===== src/rtl/lb_pkg.sv =====
package lb_pkg;
  typedef struct packed {
    logic wrEn;
    logic rdEn;
    logic lineClr;
    logic selDev;
  } lbStrobe_t;
endpackage


===== src/rtl/lb_datapath.sv =====
module lb_datapath
  import lb_pkg::*;
#(
  parameter int LINE_WORDS = 4,
  parameter int DATA_W = 32,
  localparam int PTR_W = (LINE_WORDS > 1) ? $clog2(LINE_WORDS) : 1,
  localparam int CNT_W = $clog2(LINE_WORDS + 1),
  localparam int BE_W = DATA_W / 8
)(
  input  logic                         clk,
  input  logic                         rstN,
  input  lbStrobe_t                    stb,
  input  logic [DATA_W-1:0]            devData,
  input  logic [DATA_W-1:0]            fillData,
  output logic [CNT_W-1:0]             cnt,
  output logic [DATA_W-1:0]            rdData,
  output logic [LINE_WORDS*DATA_W-1:0] lineData,
  output logic [LINE_WORDS*BE_W-1:0]   lineBeN
);
  logic [DATA_W-1:0] store [LINE_WORDS];
  logic [PTR_W-1:0]  wrPtr, rdPtr;

  function automatic logic [PTR_W-1:0] bump(input logic [PTR_W-1:0] p);
    return (p == PTR_W'(LINE_WORDS - 1)) ? '0 : p + 1'b1;
  endfunction

  always_ff @(posedge clk) begin
    if (stb.wrEn) store[wrPtr] <= stb.selDev ? devData : fillData;
  end

  always_ff @(posedge clk) begin
    if (!rstN || stb.lineClr) begin
      wrPtr <= '0;
      rdPtr <= '0;
      cnt   <= '0;
    end else begin
      if (stb.wrEn) wrPtr <= bump(wrPtr);
      if (stb.rdEn) rdPtr <= bump(rdPtr);
      cnt <= cnt + CNT_W'(stb.wrEn) - CNT_W'(stb.rdEn);
    end
  end

  assign rdData = store[rdPtr];

  for (genvar w = 0; w < LINE_WORDS; w++) begin : g_word
    logic used;
    assign used = CNT_W'(w) < cnt;
    assign lineData[w*DATA_W +: DATA_W] = used ? store[w] : '0;
    assign lineBeN[w*BE_W +: BE_W]      = used ? '0 : '1;
  end
endmodule


===== src/rtl/lb_control.sv =====
module lb_control
  import lb_pkg::*;
#(
  parameter int LINE_WORDS = 4,
  localparam int CNT_W = $clog2(LINE_WORDS + 1)
)(
  input  logic             clk,
  input  logic             rstN,
  input  logic             modeWriteReq,
  input  logic [CNT_W-1:0] cnt,
  input  logic             devWrValid,
  input  logic             devRdReady,
  input  logic             memFillValid,
  input  logic             memBurstReady,
  input  logic             flushReq,
  input  logic             eotEvent,
  input  logic             irqEvent,
  output lbStrobe_t        stb,
  output logic             curModeWrite,
  output logic             devWrReady,
  output logic             devRdValid,
  output logic             memFillReady,
  output logic             memBurstValid,
  output logic             hostRetry
);
  logic modeW, flushPend, retryPend;
  logic isEmpty, isFull, switching, push, pop, fill, burstAcc, evt, nonEmptyNext;

  assign isEmpty   = (cnt == '0);
  assign isFull    = (cnt == CNT_W'(LINE_WORDS));
  assign switching = isEmpty && (modeWriteReq != modeW);
  assign evt       = eotEvent || irqEvent;

  assign memBurstValid = modeW && (isFull || (flushPend && !isEmpty));
  assign devWrReady    = modeW && !memBurstValid && !switching;
  assign memFillReady  = !modeW && !isFull && !switching;
  assign devRdValid    = !modeW && !isEmpty;

  assign push     = devWrValid && devWrReady;
  assign fill     = memFillValid && memFillReady;
  assign pop      = devRdValid && devRdReady;
  assign burstAcc = memBurstValid && memBurstReady;
  assign nonEmptyNext = !burstAcc && (!isEmpty || push);

  always_comb begin
    stb.wrEn    = push || fill;
    stb.rdEn    = pop;
    stb.lineClr = burstAcc || switching;
    stb.selDev  = modeW;
  end

  always_ff @(posedge clk) begin
    if (!rstN) begin
      modeW     <= 1'b0;
      flushPend <= 1'b0;
      retryPend <= 1'b0;
    end else begin
      if (switching) modeW <= modeWriteReq;
      if (modeW && (flushReq || evt)) flushPend <= 1'b1;
      else if (burstAcc || isEmpty)   flushPend <= 1'b0;
      retryPend <= modeW && nonEmptyNext && (evt || retryPend);
    end
  end

  assign curModeWrite = modeW;
  assign hostRetry    = retryPend;
endmodule


===== src/rtl/lb_line_buffer.sv =====
module lb_line_buffer
  import lb_pkg::*;
#(
  parameter int LINE_WORDS = 4,
  parameter int DATA_W = 32,
  localparam int CNT_W = $clog2(LINE_WORDS + 1),
  localparam int BE_W = DATA_W / 8
)(
  input  logic                         clk,
  input  logic                         rstN,
  input  logic                         modeWriteReq,
  output logic                         curModeWrite,
  input  logic                         devWrValid,
  input  logic [DATA_W-1:0]            devWrData,
  output logic                         devWrReady,
  output logic                         devRdValid,
  output logic [DATA_W-1:0]            devRdData,
  input  logic                         devRdReady,
  input  logic                         memFillValid,
  input  logic [DATA_W-1:0]            memFillData,
  output logic                         memFillReady,
  output logic                         memBurstValid,
  output logic [LINE_WORDS*DATA_W-1:0] memBurstData,
  output logic [LINE_WORDS*BE_W-1:0]   memBurstBeN,
  input  logic                         memBurstReady,
  input  logic                         flushReq,
  input  logic                         eotEvent,
  input  logic                         irqEvent,
  output logic                         hostRetry
);
  lbStrobe_t        stb;
  logic [CNT_W-1:0] fillCount;

  lb_control #(.LINE_WORDS(LINE_WORDS)) u_ctl (
    .clk(clk), .rstN(rstN), .modeWriteReq(modeWriteReq), .cnt(fillCount),
    .devWrValid(devWrValid), .devRdReady(devRdReady), .memFillValid(memFillValid),
    .memBurstReady(memBurstReady), .flushReq(flushReq), .eotEvent(eotEvent),
    .irqEvent(irqEvent), .stb(stb), .curModeWrite(curModeWrite),
    .devWrReady(devWrReady), .devRdValid(devRdValid), .memFillReady(memFillReady),
    .memBurstValid(memBurstValid), .hostRetry(hostRetry)
  );

  lb_datapath #(.LINE_WORDS(LINE_WORDS), .DATA_W(DATA_W)) u_dp (
    .clk(clk), .rstN(rstN), .stb(stb), .devData(devWrData), .fillData(memFillData),
    .cnt(fillCount), .rdData(devRdData), .lineData(memBurstData), .lineBeN(memBurstBeN)
  );
endmodule


===== config.mk =====
export PLATFORM = sky130hd
export DESIGN_NAME = lb_line_buffer
export DESIGN_NICKNAME = d
export VERILOG_FILES = /design/src/rtl/lb_pkg.sv /design/src/rtl/lb_datapath.sv /design/src/rtl/lb_control.sv /design/src/rtl/lb_line_buffer.sv
export SDC_FILE = /design/constraint.sdc
export NUM_CORES = 1
export LEC_CHECK = 0
export ABC_CLOCK_PERIOD_IN_PS = 3800
export BUFFER_PORTS_ARGS = -buffer_cell sky130_fd_sc_hd__buf_2
export CORE_MARGIN = 5
export CORE_UTILIZATION = 49
export DETAILED_ROUTE_END_ITERATION = 8
export MAX_ROUTING_LAYER = met4
export PLACE_DENSITY = 0.83
export SLEW_MARGIN = 10
export SYNTH_ARGS = -nofsm -noshare
export SYNTH_HDL_FRONTEND = slang
export SYNTH_SLANG_ARGS = --single-unit

===== constraint.sdc =====
create_clock -name clk -period 3.8 [get_ports clk]
set_input_delay 0.76 -clock clk [delete_from_list [all_inputs] [get_ports clk]]
set_output_delay 0.76 -clock clk [all_outputs]
set_load 0.01 [all_outputs]

# Word-level counts from Yosys, hierarchy flattened

Memories as Yosys holds them, arrays and structs flattened. A register that Yosys moved wholly into a read port is not among the register bits.
Cells that the tools add are included.

Flip-flop bits (word level): 10
Memory bits (writable): 128
Bits of input ports: 74
Output and inout bits: 182
Logic and storage cells: 70
Memories: 1

Add/sub/neg operators: 4
Magnitude comparators: 4
Equal/unequal tests: 4
Multiplexer cells: 17
Reduce and logical (&&, ||, !) cells: 34

Memory list:

| memory     | depth | width | rd ports | clocked after memory_dff | wr ports | line              | RTL |
|---|---|---|---|---|---|---|---|
| u_dp.store | 4     | 32    | 5        | 1                        | 1        | lb_datapath.sv:20 | `logic [DATA_W-1:0] store [LINE_WORDS];` |

Operator list:

| operator              | number |
|---|---|
| $mux W32              | 5 |
| $logic_and A1 B1 Y1   | 16 |
| $mux W4               | 4 |
| $logic_or A1 B1 Y1    | 9 |
| $mux W2               | 4 |
| $logic_not A1 Y1      | 7 |
| $lt A1 B3 Y1 const A  | 2 |
| $lt A2 B3 Y1 const A  | 2 |
| $add A2 B1 Y2 const B | 2 |
| $eq A2 B2 Y1 const B  | 2 |
| $mux W1               | 4 |
| $add A3 B1 Y3         | 1 |
| $eq A3 B3 Y1 const B  | 1 |
| $logic_not A3 Y1      | 1 |
| $sub A3 B1 Y3         | 1 |
| $reduce_bool A2 Y1    | 1 |
| $ne A1 B1 Y1          | 1 |

# Depth between registers and ports, before layout

Gate-level depths: netlist of run 1.

Depth after elaboration: 13
Depth in mapped cells: 10
Mapped depth without buffers: 9

# By module

A second synthesis of run 1 with hierarchy kept.

Cells, all modules: 441
Area total of the unflattened synthesis: 6772.7 um2

By module, submodules not included:

| module      | instances | cells an instance | area each (um2) | seq. area each (um2) |
|---|---|---|---|---|
| lb_datapath | 1         | 410               | 6517.5          | 4023.9 |
| lb_control  | 1         | 31                | 255.2           | 60.1 |

# Worst setup path after synthesis of run 1

OpenSTA, ideal clock, no wires.

Path type: input port to flip-flop
Start: in modeWriteReq
End: mem u_dp.store[0][0], enable pin
Setup time: 0.425 ns
Arrival: 2.958 ns
Required time: 3.375 ns
Path slack: 0.417 ns
Cell stages on the path: 4
Buffers on the path: 0
Path through: or4b_4 a21oi_2 nor2_1 nor2b_1

Word-level cells in the longest chain between the ends: 8
Elaborated cells on any way between the ends: 10
Those cells by class: 1 x eq/ne; 2 x mux; 7 x reduce/logical

Ends and longest elaborated chain:

| element                                       | line                               | RTL |
|---|---|---|
| from (decl)                                   | lb_line_buffer.sv:11               | `input logic modeWriteReq,` |
| $ne A1 B1 Y1 *                                | lb_control.sv:31                   | `assign switching = isEmpty && (modeWriteReq != modeW);` |
| $logic_and A1 B1 Y1 *                         | lb_control.sv:31                   |  |
| $logic_not A1 Y1 *                            | lb_control.sv:35, lb_control.sv:36 |  |
| $logic_and A1 B1 Y1, on equally long branches | lb_control.sv:35, lb_control.sv:36 |  |
| $logic_and A1 B1 Y1, on equally long branches | lb_control.sv:39, lb_control.sv:40 |  |
| $logic_or A1 B1 Y1 *                          | lb_control.sv:46                   | `stb.wrEn = push \|\| fill;` |
| $mux W1 * (2 in a row)                        | lb_datapath.sv:28                  | `if (stb.wrEn) store[wrPtr] <= stb.selDev ? devData : fillData;` |
| to (decl)                                     | lb_datapath.sv:20                  |  |

Mark *: on every way between the ends. The rest lies on a longest branch, timed or not.

# Final worst setup path of run 1

Start: reg u_dp.cnt[1]
End: out memBurstData[11]

Word-level cells in the longest chain between the ends: 2

Ends and longest elaborated chain:

| element                | line                 | RTL |
|---|---|---|
| from (decl)            | lb_datapath.sv:15    | `output logic [CNT_W-1:0] cnt,` |
| from (signal assigned) | lb_datapath.sv:39    | `cnt <= cnt + CNT_W'(stb.wrEn) - CNT_W'(stb.rdEn);` |
| $lt A1 B3 Y1           | lb_datapath.sv:47    | `assign used = CNT_W'(w) < cnt;` |
| $mux W32               | lb_datapath.sv:48    | `assign lineData[w*DATA_W +: DATA_W] = used ? store[w] : '0;` |
| to (decl)              | lb_line_buffer.sv:23 | `output logic [LINE_WORDS*DATA_W-1:0] memBurstData,` |

Every way passes these cells.

==> run_results.csv, run 1 <==
group,metric,value,unit
outcome,outcome,"finished, final reports clean",
layout,area.growth.synth_to_final,29.97,%
floorplanning,coreArea,13300,sq um
power_and_ir_drop,power_density,756.7,nW/um^2
setup_path,critPathMaxFanout,38,
setup_path,path_class,"reg2out",
global_routing,track_usage,0.2338,
layout,drive_above_1_share,0.5347,
sta,clock.fmax,308.5,MHz
layout,instances_no_fill,883,
logic_synthesis,synth.yosys.warnings,0,
setup_path,slowest_delay,0.80,ns
global_routing,grt_pass1_vias,5206,
setup_path,critPathBufInv,3,
job,cap_violations,0,
sta,fin_setup_tns,0,ns
setup_path,crit_required,3.04,ns
logic_synthesis,yosysSeqAreaShare,0.6107,
place,place.gp.congestion,0.8074,
routing,antenna_left,0,
clock_network,cts_setup_buffers,0,
routing,vias_per_cell,5.349,
routing,drt_pass1_iterations,5,
sta,worst_pin_slew,0.9275,ns
power_and_ir_drop,p_int,4.112,mW
power_and_ir_drop,switchingPower,2.465,mW
setup_path,cp-start-kind,"flop",
sta,slew_violations,0,
layout,mostFrequentLayoutCell,"buf_2",
layout,nets,777,
place,io_buffers,255,
logic_synthesis,syn-cell-area,6688,sq um
clock_network,cts_buffers,17,
routing,drc,0,
sta,layout_min_cycle_time,3.241,ns
logic_synthesis,avgSynthCellArea,14.96,sq um
global_routing,grt_max_degree,39,
routing,drt_first_iter_violations,305,
power_and_ir_drop,swShare,0.3748,
floorplanning,die_area,16080,sq um
clock_network,path_clk_slew,0.06,ns
place,placed_cells,851,
logic_synthesis,synthDominantCellAreaShare,0.5747,
setup_path,crit_path_top_delay_cell,"ha_2",
sta,setup_viol_count_final,0,
clock_network,htree_levels,4,
floorplanning,pin_count,256,
routing,drt_wl_total,18080,um
logic_synthesis,synth_cells,447,
power_and_ir_drop,pwr-share-clk,0.231,
sta,rsz0062_at_grt,"false",
logic_synthesis,ys_ff_latch,140,
sta,fin_skew,0.01014,ns
layout,antenna_cells,0,
power_and_ir_drop,seqPwrFrac,0.322,
clock_network,postCtsResizedCells,0,
routing,num_vias,4723,
setup_path,worstPathArrival,2.48,ns
logic_synthesis,synth_cell_types,38,
sta,slew_headroom,0.3817,
logic_synthesis,synth.area.top_cells,"edfxtp_1 57%, mux4_2 11%, and2_1 8.8%",
routing,post_drt_wl_per_cell,20.48,um
logic_synthesis,ys.flop_type,"edfxtp_1",
clock_network,clockBufferDepth,2,
place,dpl.hpwl,12880,um
global_routing,grt_overflow_total,0,
setup_path,crit_chain,"inv_1 > ha_2 > nand2_1 > buf_4 > and2_1 > buf_2",
sta,hold_viol,0,
floorplanning,fp-row-count,42,
sta,finalCritPeriodShare,0.8529,
setup_path,cp_top_family,"adder cells",
clock_network,cts_tree,"built",
floorplanning,start_util,0.5030,
clock_network,cts_root_buf,"clkbuf_16",
layout,layout_common_cells,"255 x buf_2, 128 x edfxtp_1, 94 x and2_1",
clock_network,clk_latency,0.42,ns
global_routing,grt_pass1_wl,27900,um
floorplanning,die_h,126.8,um
hold_path,min_path_type,"reg2reg",
logic_synthesis,synth_edf_count,128,
logic_synthesis,synthArstFlopShare,0,
logic_synthesis,synth_area_leader_cell,"edfxtp_1",
global_routing,antenna_found_initial,0,
clock_network,ctsHoldBuffers,0,
power_and_ir_drop,pwr-share-comb,0.446,
clock_network,cts.sinks,140,
floorplanning,die-width,126.8,um
power_and_ir_drop,ir_drop,0.0004129,V
power_and_ir_drop,p_leak,3.614,nW
setup_path,endpoint_kind,"output port",
logic_synthesis,synth_fp_nets,530,
==> state kept, by name, summed over array words and instances, names as in the netlist, named ones only <==
| signal | count |
|---|---|
| u_ctl.curModeWrite | 1 |
| u_ctl.flushPend | 1 |
| u_ctl.hostRetry | 1 |
| u_dp.cnt | 3 |
| u_dp.rdPtr | 2 |
| u_dp.store | 128 |
| u_dp.wrPtr | 2 |
==> power by group through the flow <==
stage	combinational, mW	clock (mW)	sequential [mW]
global placement	2.91	0	2.13
global route	3.16	1.62	2.14
detailed placement	2.96	0	2.15
finish	2.94	1.52	2.12
floorplan	1.84	0	2.07
CTS	2.98	1.55	2.12
==> worst paths after layout <==
path | from | end | slack [ns] | cells past startpoint
setup / recovery | u_dp.cnt[1]$_SDFF_PP0_ | memBurstData[11] | 0.56 | 6
hold / removal | u_ctl.flushPend$_SDFFE_PN0P_ | u_ctl.flushPend$_SDFFE_PN0P_ | 0.49 | 2
setup reg to reg | u_ctl.curModeWrite$_SDFFE_PN0P_ | u_dp.store[3][11]$_DFFE_PP_ | 1.12 | 6
hold reg to reg | u_ctl.flushPend$_SDFFE_PN0P_ | u_ctl.flushPend$_SDFFE_PN0P_ | 0.49 | 2
==> layer usage <==
metal / GRT usage / part of all wire / vias to the layer above
met3: 0.05338 / 0.075 / 29
met1: 0.2524 / 0.37 / 2341
met5: - / 0 / -
met4: 0.09085 / 0.021 / 0
li1: - / - / 2105
met2: 0.4175 / 0.54 / 248
==> cells in the mapped netlist, types with 4 or more instances <==
cell / n
buf_2: 5
ha_1: 8
and2_1: 94
nand2_1: 5
mux2_2: 32
buf_4: 12
nor2_1: 15
a21oi_1: 4
mux4_2: 32
clkbuf_1: 19
dfxtp_1: 12
nor2b_1: 36
edfxtp_1: 128
inv_1: 11
==> worst reg2reg max path, stage by stage, from the launching register on <==
cell and delay, ns:
dfxtp_2 0.62, buf_4 0.46, nand2_1 0.17, a21oi_2 0.17
nor2_1 0.20, nor2b_4 0.50, buf_12 0.25
==> cell type report <==
class                   count  area, sq um
clock buffers              17        425.4
clock inverters            15        123.9
fillers                   991         4603
inverters                  11        41.29
multi-input cells         258         2397
flip-flops and latches    140         4088
well taps                 176        220.2
repair buffers            266         1396
==> metrics by stage <==
step | area, sq um | total power [mW] | utilization | setup WS [ns] | hold slack (ns)
3_5_place_dp | 8143 | 5.114 | 0.6125 | 0.9829 | 0.4834
4_1_cts | 8692 | 6.645 | 0.6538 | 0.4954 | 0.4939
2_1_floorplan | 6688 | 3.904 | - | 0.4170 | 0.4461
3_3_place_gp | 8143 | 5.037 | 0.6125 | 1.048 | 0.4747
6_report | 8692 | 6.577 | 0.6538 | 0.5590 | 0.4887
5_1_grt | 8692 | 6.924 | 0.6538 | 0.3733 | 0.5246
==> kinds of logic after synthesis <==
group	share of synthesized area
buf+inv	0.03630
xor+xnor	0.003930
simple gates	0.1444
mux	0.1646
compound gates	0.02208
flops	0.6107
fa+ha+maj	0.01796
(Power assumes the default switching activity.)
==> inputs of run 2 (changes only) <==
--- a/constraint.sdc
+++ b/constraint.sdc
@@ -3,2 +3,2 @@
 set_output_delay 0.76 -clock clk [all_outputs]
-set_load 0.01 [all_outputs]
+set_load 0.005 [all_outputs]
==> run 2 against run 1 <==
Against the previous run:
- utilization increased by 0.52 points
- critical endpoint is now memBurstData[73]
- design area increased by 0.79%
- sequential cell count unchanged
- highest routed layer unchanged
- largest cell class unchanged
- clock power up 9.9%
- first-iteration DRC count decreased by 21%
- combinational power fell by 13%
- via count fell by 1.2%
- die area unchanged
- hold slack improved by 0.016 ns
- critical path type unchanged
- non-clock buffer count is the same
- final cell count did not move
==> run_results.csv, run 2 (synthesis gave the netlist of run 1 again) <==
group,metric,value,unit
setup_path,rr_worst_depth,10,
place,pre_cts_slack,0.9693,ns
power_and_ir_drop,switchingPower,2.088,mW
layout,top_regs,"u_dp.store: 128 flops, u_dp.cnt: 3 flops",
sta,layout_min_cycle_time,2.958,ns
place,io_buffers,255,
global_routing,track_usage,0.2275,
floorplanning,die-width,126.8,um
layout,nets,777,
clock_network,path_clk_slew,0.05,ns
setup_path,slowest_delay,0.52,ns
routing,drc,0,
routing,post_drt_wl_per_cell,20.02,um
routing,drt_first_iter_violations,241,
setup_path,path_class,"reg2out",
clock_network,clockBufferDepth,2,
routing,wl_met3,1246,um
setup_path,crit_path_top_delay_cell,"dfxtp_1",
sta,fin_skew,0.008504,ns
power_and_ir_drop,p_leak,3.647,nW
clock_network,postCtsResizedCells,0,
floorplanning,die_h,126.8,um
sta,slew_headroom,0.4007,
layout,area.growth.synth_to_final,31.00,%
setup_path,r2r_slack,1.12,ns
clock_network,cts_buffers,17,
hold_path,hold_start,"u_ctl.flushPend$_SDFFE_PN0P_",
routing,wl_met1,6467,um
power_and_ir_drop,seqPwrFrac,0.333,
setup_path,critPathMaxFanout,37,
hold_path,min_to,"u_ctl.flushPend$_SDFFE_PN0P_",
sta,setup_viol_count_final,0,
layout,largest_reg_flops,128,
place,dpl.hpwl,13120,um
global_routing,grt_pass1_wl,27190,um
sta,worst_pin_slew,0.8990,ns
sta,fin_ws,0.8425,ns
job,cap_violations,0,
layout,fin_area,8761,sq um
floorplanning,pin_count,256,
routing,vias_per_cell,5.282,
layout,antenna_cells,0,
place,place_area,8155,sq um
outcome,outcome,"finished, final reports clean",
setup_path,worstReg2RegStart,"u_ctl.curModeWrite$_SDFFE_PN0P_",
routing,top_layer,"met4",
power_and_ir_drop,p_int,4.281,mW
clock_network,clk_latency,0.41,ns
power_and_ir_drop,power_density,726.9,nW/um^2
setup_path,worstPathArrival,2.20,ns
clock_network,cts_setup_buffers,0,
power_and_ir_drop,pwr-share-clk,0.263,
setup_path,crit_chain,"inv_1 > ha_2 > buf_4 > a21oi_2 > buf_4 > and2_1 > buf_2",
clock_network,ctsHoldBuffers,0,
setup_path,cp_top_family,"buffers and inverters",
global_routing,grt_overflow_total,0,
layout,mostFrequentLayoutCell,"buf_2",
setup_path,r2r-end,"u_dp.cnt[2]$_SDFF_PP0_",
hold_path,min_path_type,"reg2reg",
sta,slew_violations,0,
layout,fillers,949,
global_routing,antenna_found_initial,0,
sta,whs,0.5042,ns
place,placed_cells,851,
layout,layout_common_cells,"255 x buf_2, 128 x edfxtp_1, 94 x and2_1",
layout,drive_above_1_share,0.5318,
power_and_ir_drop,swShare,0.3279,
clock_network,htree_levels,4,
clock_network,cts.sinks,140,
floorplanning,coreArea,13300,sq um
power_and_ir_drop,pwr-share-comb,0.404,
sta,clock.fmax,338.1,MHz
sta,rsz0062_at_grt,"false",
floorplanning,start_util,0.5030,
setup_path,critPathMostFrequentCell,"buf_4",
layout,instances_no_fill,883,
layout,regMostFlops,"u_dp.store",
routing,wl_met2,9670,um
routing,num_vias,4664,
clock_network,cts_tree,"built",
hold_path,whs_path_depth,2,
routing,drt_wl_total,17680,um
setup_path,endpoint_kind,"output port",
global_routing,grt_pass1_vias,5136,
sta,finalCritPeriodShare,0.7783,
setup_path,cp-start-kind,"flop",
power_and_ir_drop,total_power,6.369,mW
setup_path,crit_required,3.04,ns
routing,drt_pass1_iterations,4,
floorplanning,fp-row-count,42,
floorplanning,die_area,16080,sq um
routing,antenna_left,0,
power_and_ir_drop,ir_drop,0.0004983,V
layout,fin_util,0.6590,
global_routing,grt_max_degree,38,
place,place.gp.congestion,0.8330,
clock_network,cts_root_buf,"clkbuf_16",
sta,hold_viol,0,
sta,fin_setup_tns,0,ns
setup_path,critPathBufInv,4,
-- run 2: changes by cell type in the layout (fill, tap and decap cells not counted), sizes merged --
| cell | previous run | this run |
|---|---|---|
| bufinv | 1 | 4 |
| clkinvlp | 3 | 1 |
| clkbuf | 17 | 18 |
| inv | 13 | 11 |
-- run 2: layout make-up --
| cell class | count | area [sq um] | area share |
|---|---|---|---|
| multi-input combinational | 258 | 2397 | 0.2736 |
| inverter | 11 | 41.29 | 0.004713 |
| clock buffer | 18 | 429.2 | 0.04899 |
| tap | 176 | 220.2 | 0.02514 |
| sequential | 140 | 4088 | 0.4666 |
| clock inverter | 14 | 176.4 | 0.02014 |
| timing repair buffer | 266 | 1409 | 0.1608 |
-- run 2: worst max-delay path by stage --
stage	start	slack, ns	to	depth (start not counted)
after floorplan	modeWriteReq	0.42	u_dp.store[0][0]$_DFFE_PP_	4
after global placement	modeWriteReq	1.06	u_dp.cnt[1]$_SDFF_PP0_	9
after detailed placement	modeWriteReq	0.97	u_dp.cnt[1]$_SDFF_PP0_	9
after CTS	u_dp.cnt[1]$_SDFF_PP0_	0.81	memBurstData[75]	7
after global routing	u_dp.cnt[1]$_SDFF_PP0_	0.70	memBurstData[73]	7
final	u_dp.cnt[1]$_SDFF_PP0_	0.84	memBurstData[73]	7
-- run 2: worst min-delay path: cells and delay by family, from the launching register on --
family             cells  cell delay (ns)
DFF                    1             0.32
and+or+nand+nor        1             0.07
AOI/OAI and AO/OA      1             0.07
-- run 2: power by group through the flow --
stage                     Combinational, mW  Clock (mW)  Sequential, mW
final                                  2.57        1.67            2.12
after global routing                   2.81        1.78            2.15
after CTS                              2.62        1.70            2.12
after detailed placement               2.61           0            2.16
after global placement                 2.55           0            2.14
after floorplan                        1.53           0            2.06
-- run 2: layer usage --
metal | up-vias | global-route usage
met1 | 2319 | 0.2486
met4 | 0 | 0.07697
met5 | - | -
met2 | 210 | 0.4032
met3 | 25 | 0.05927
li1 | 2110 | -
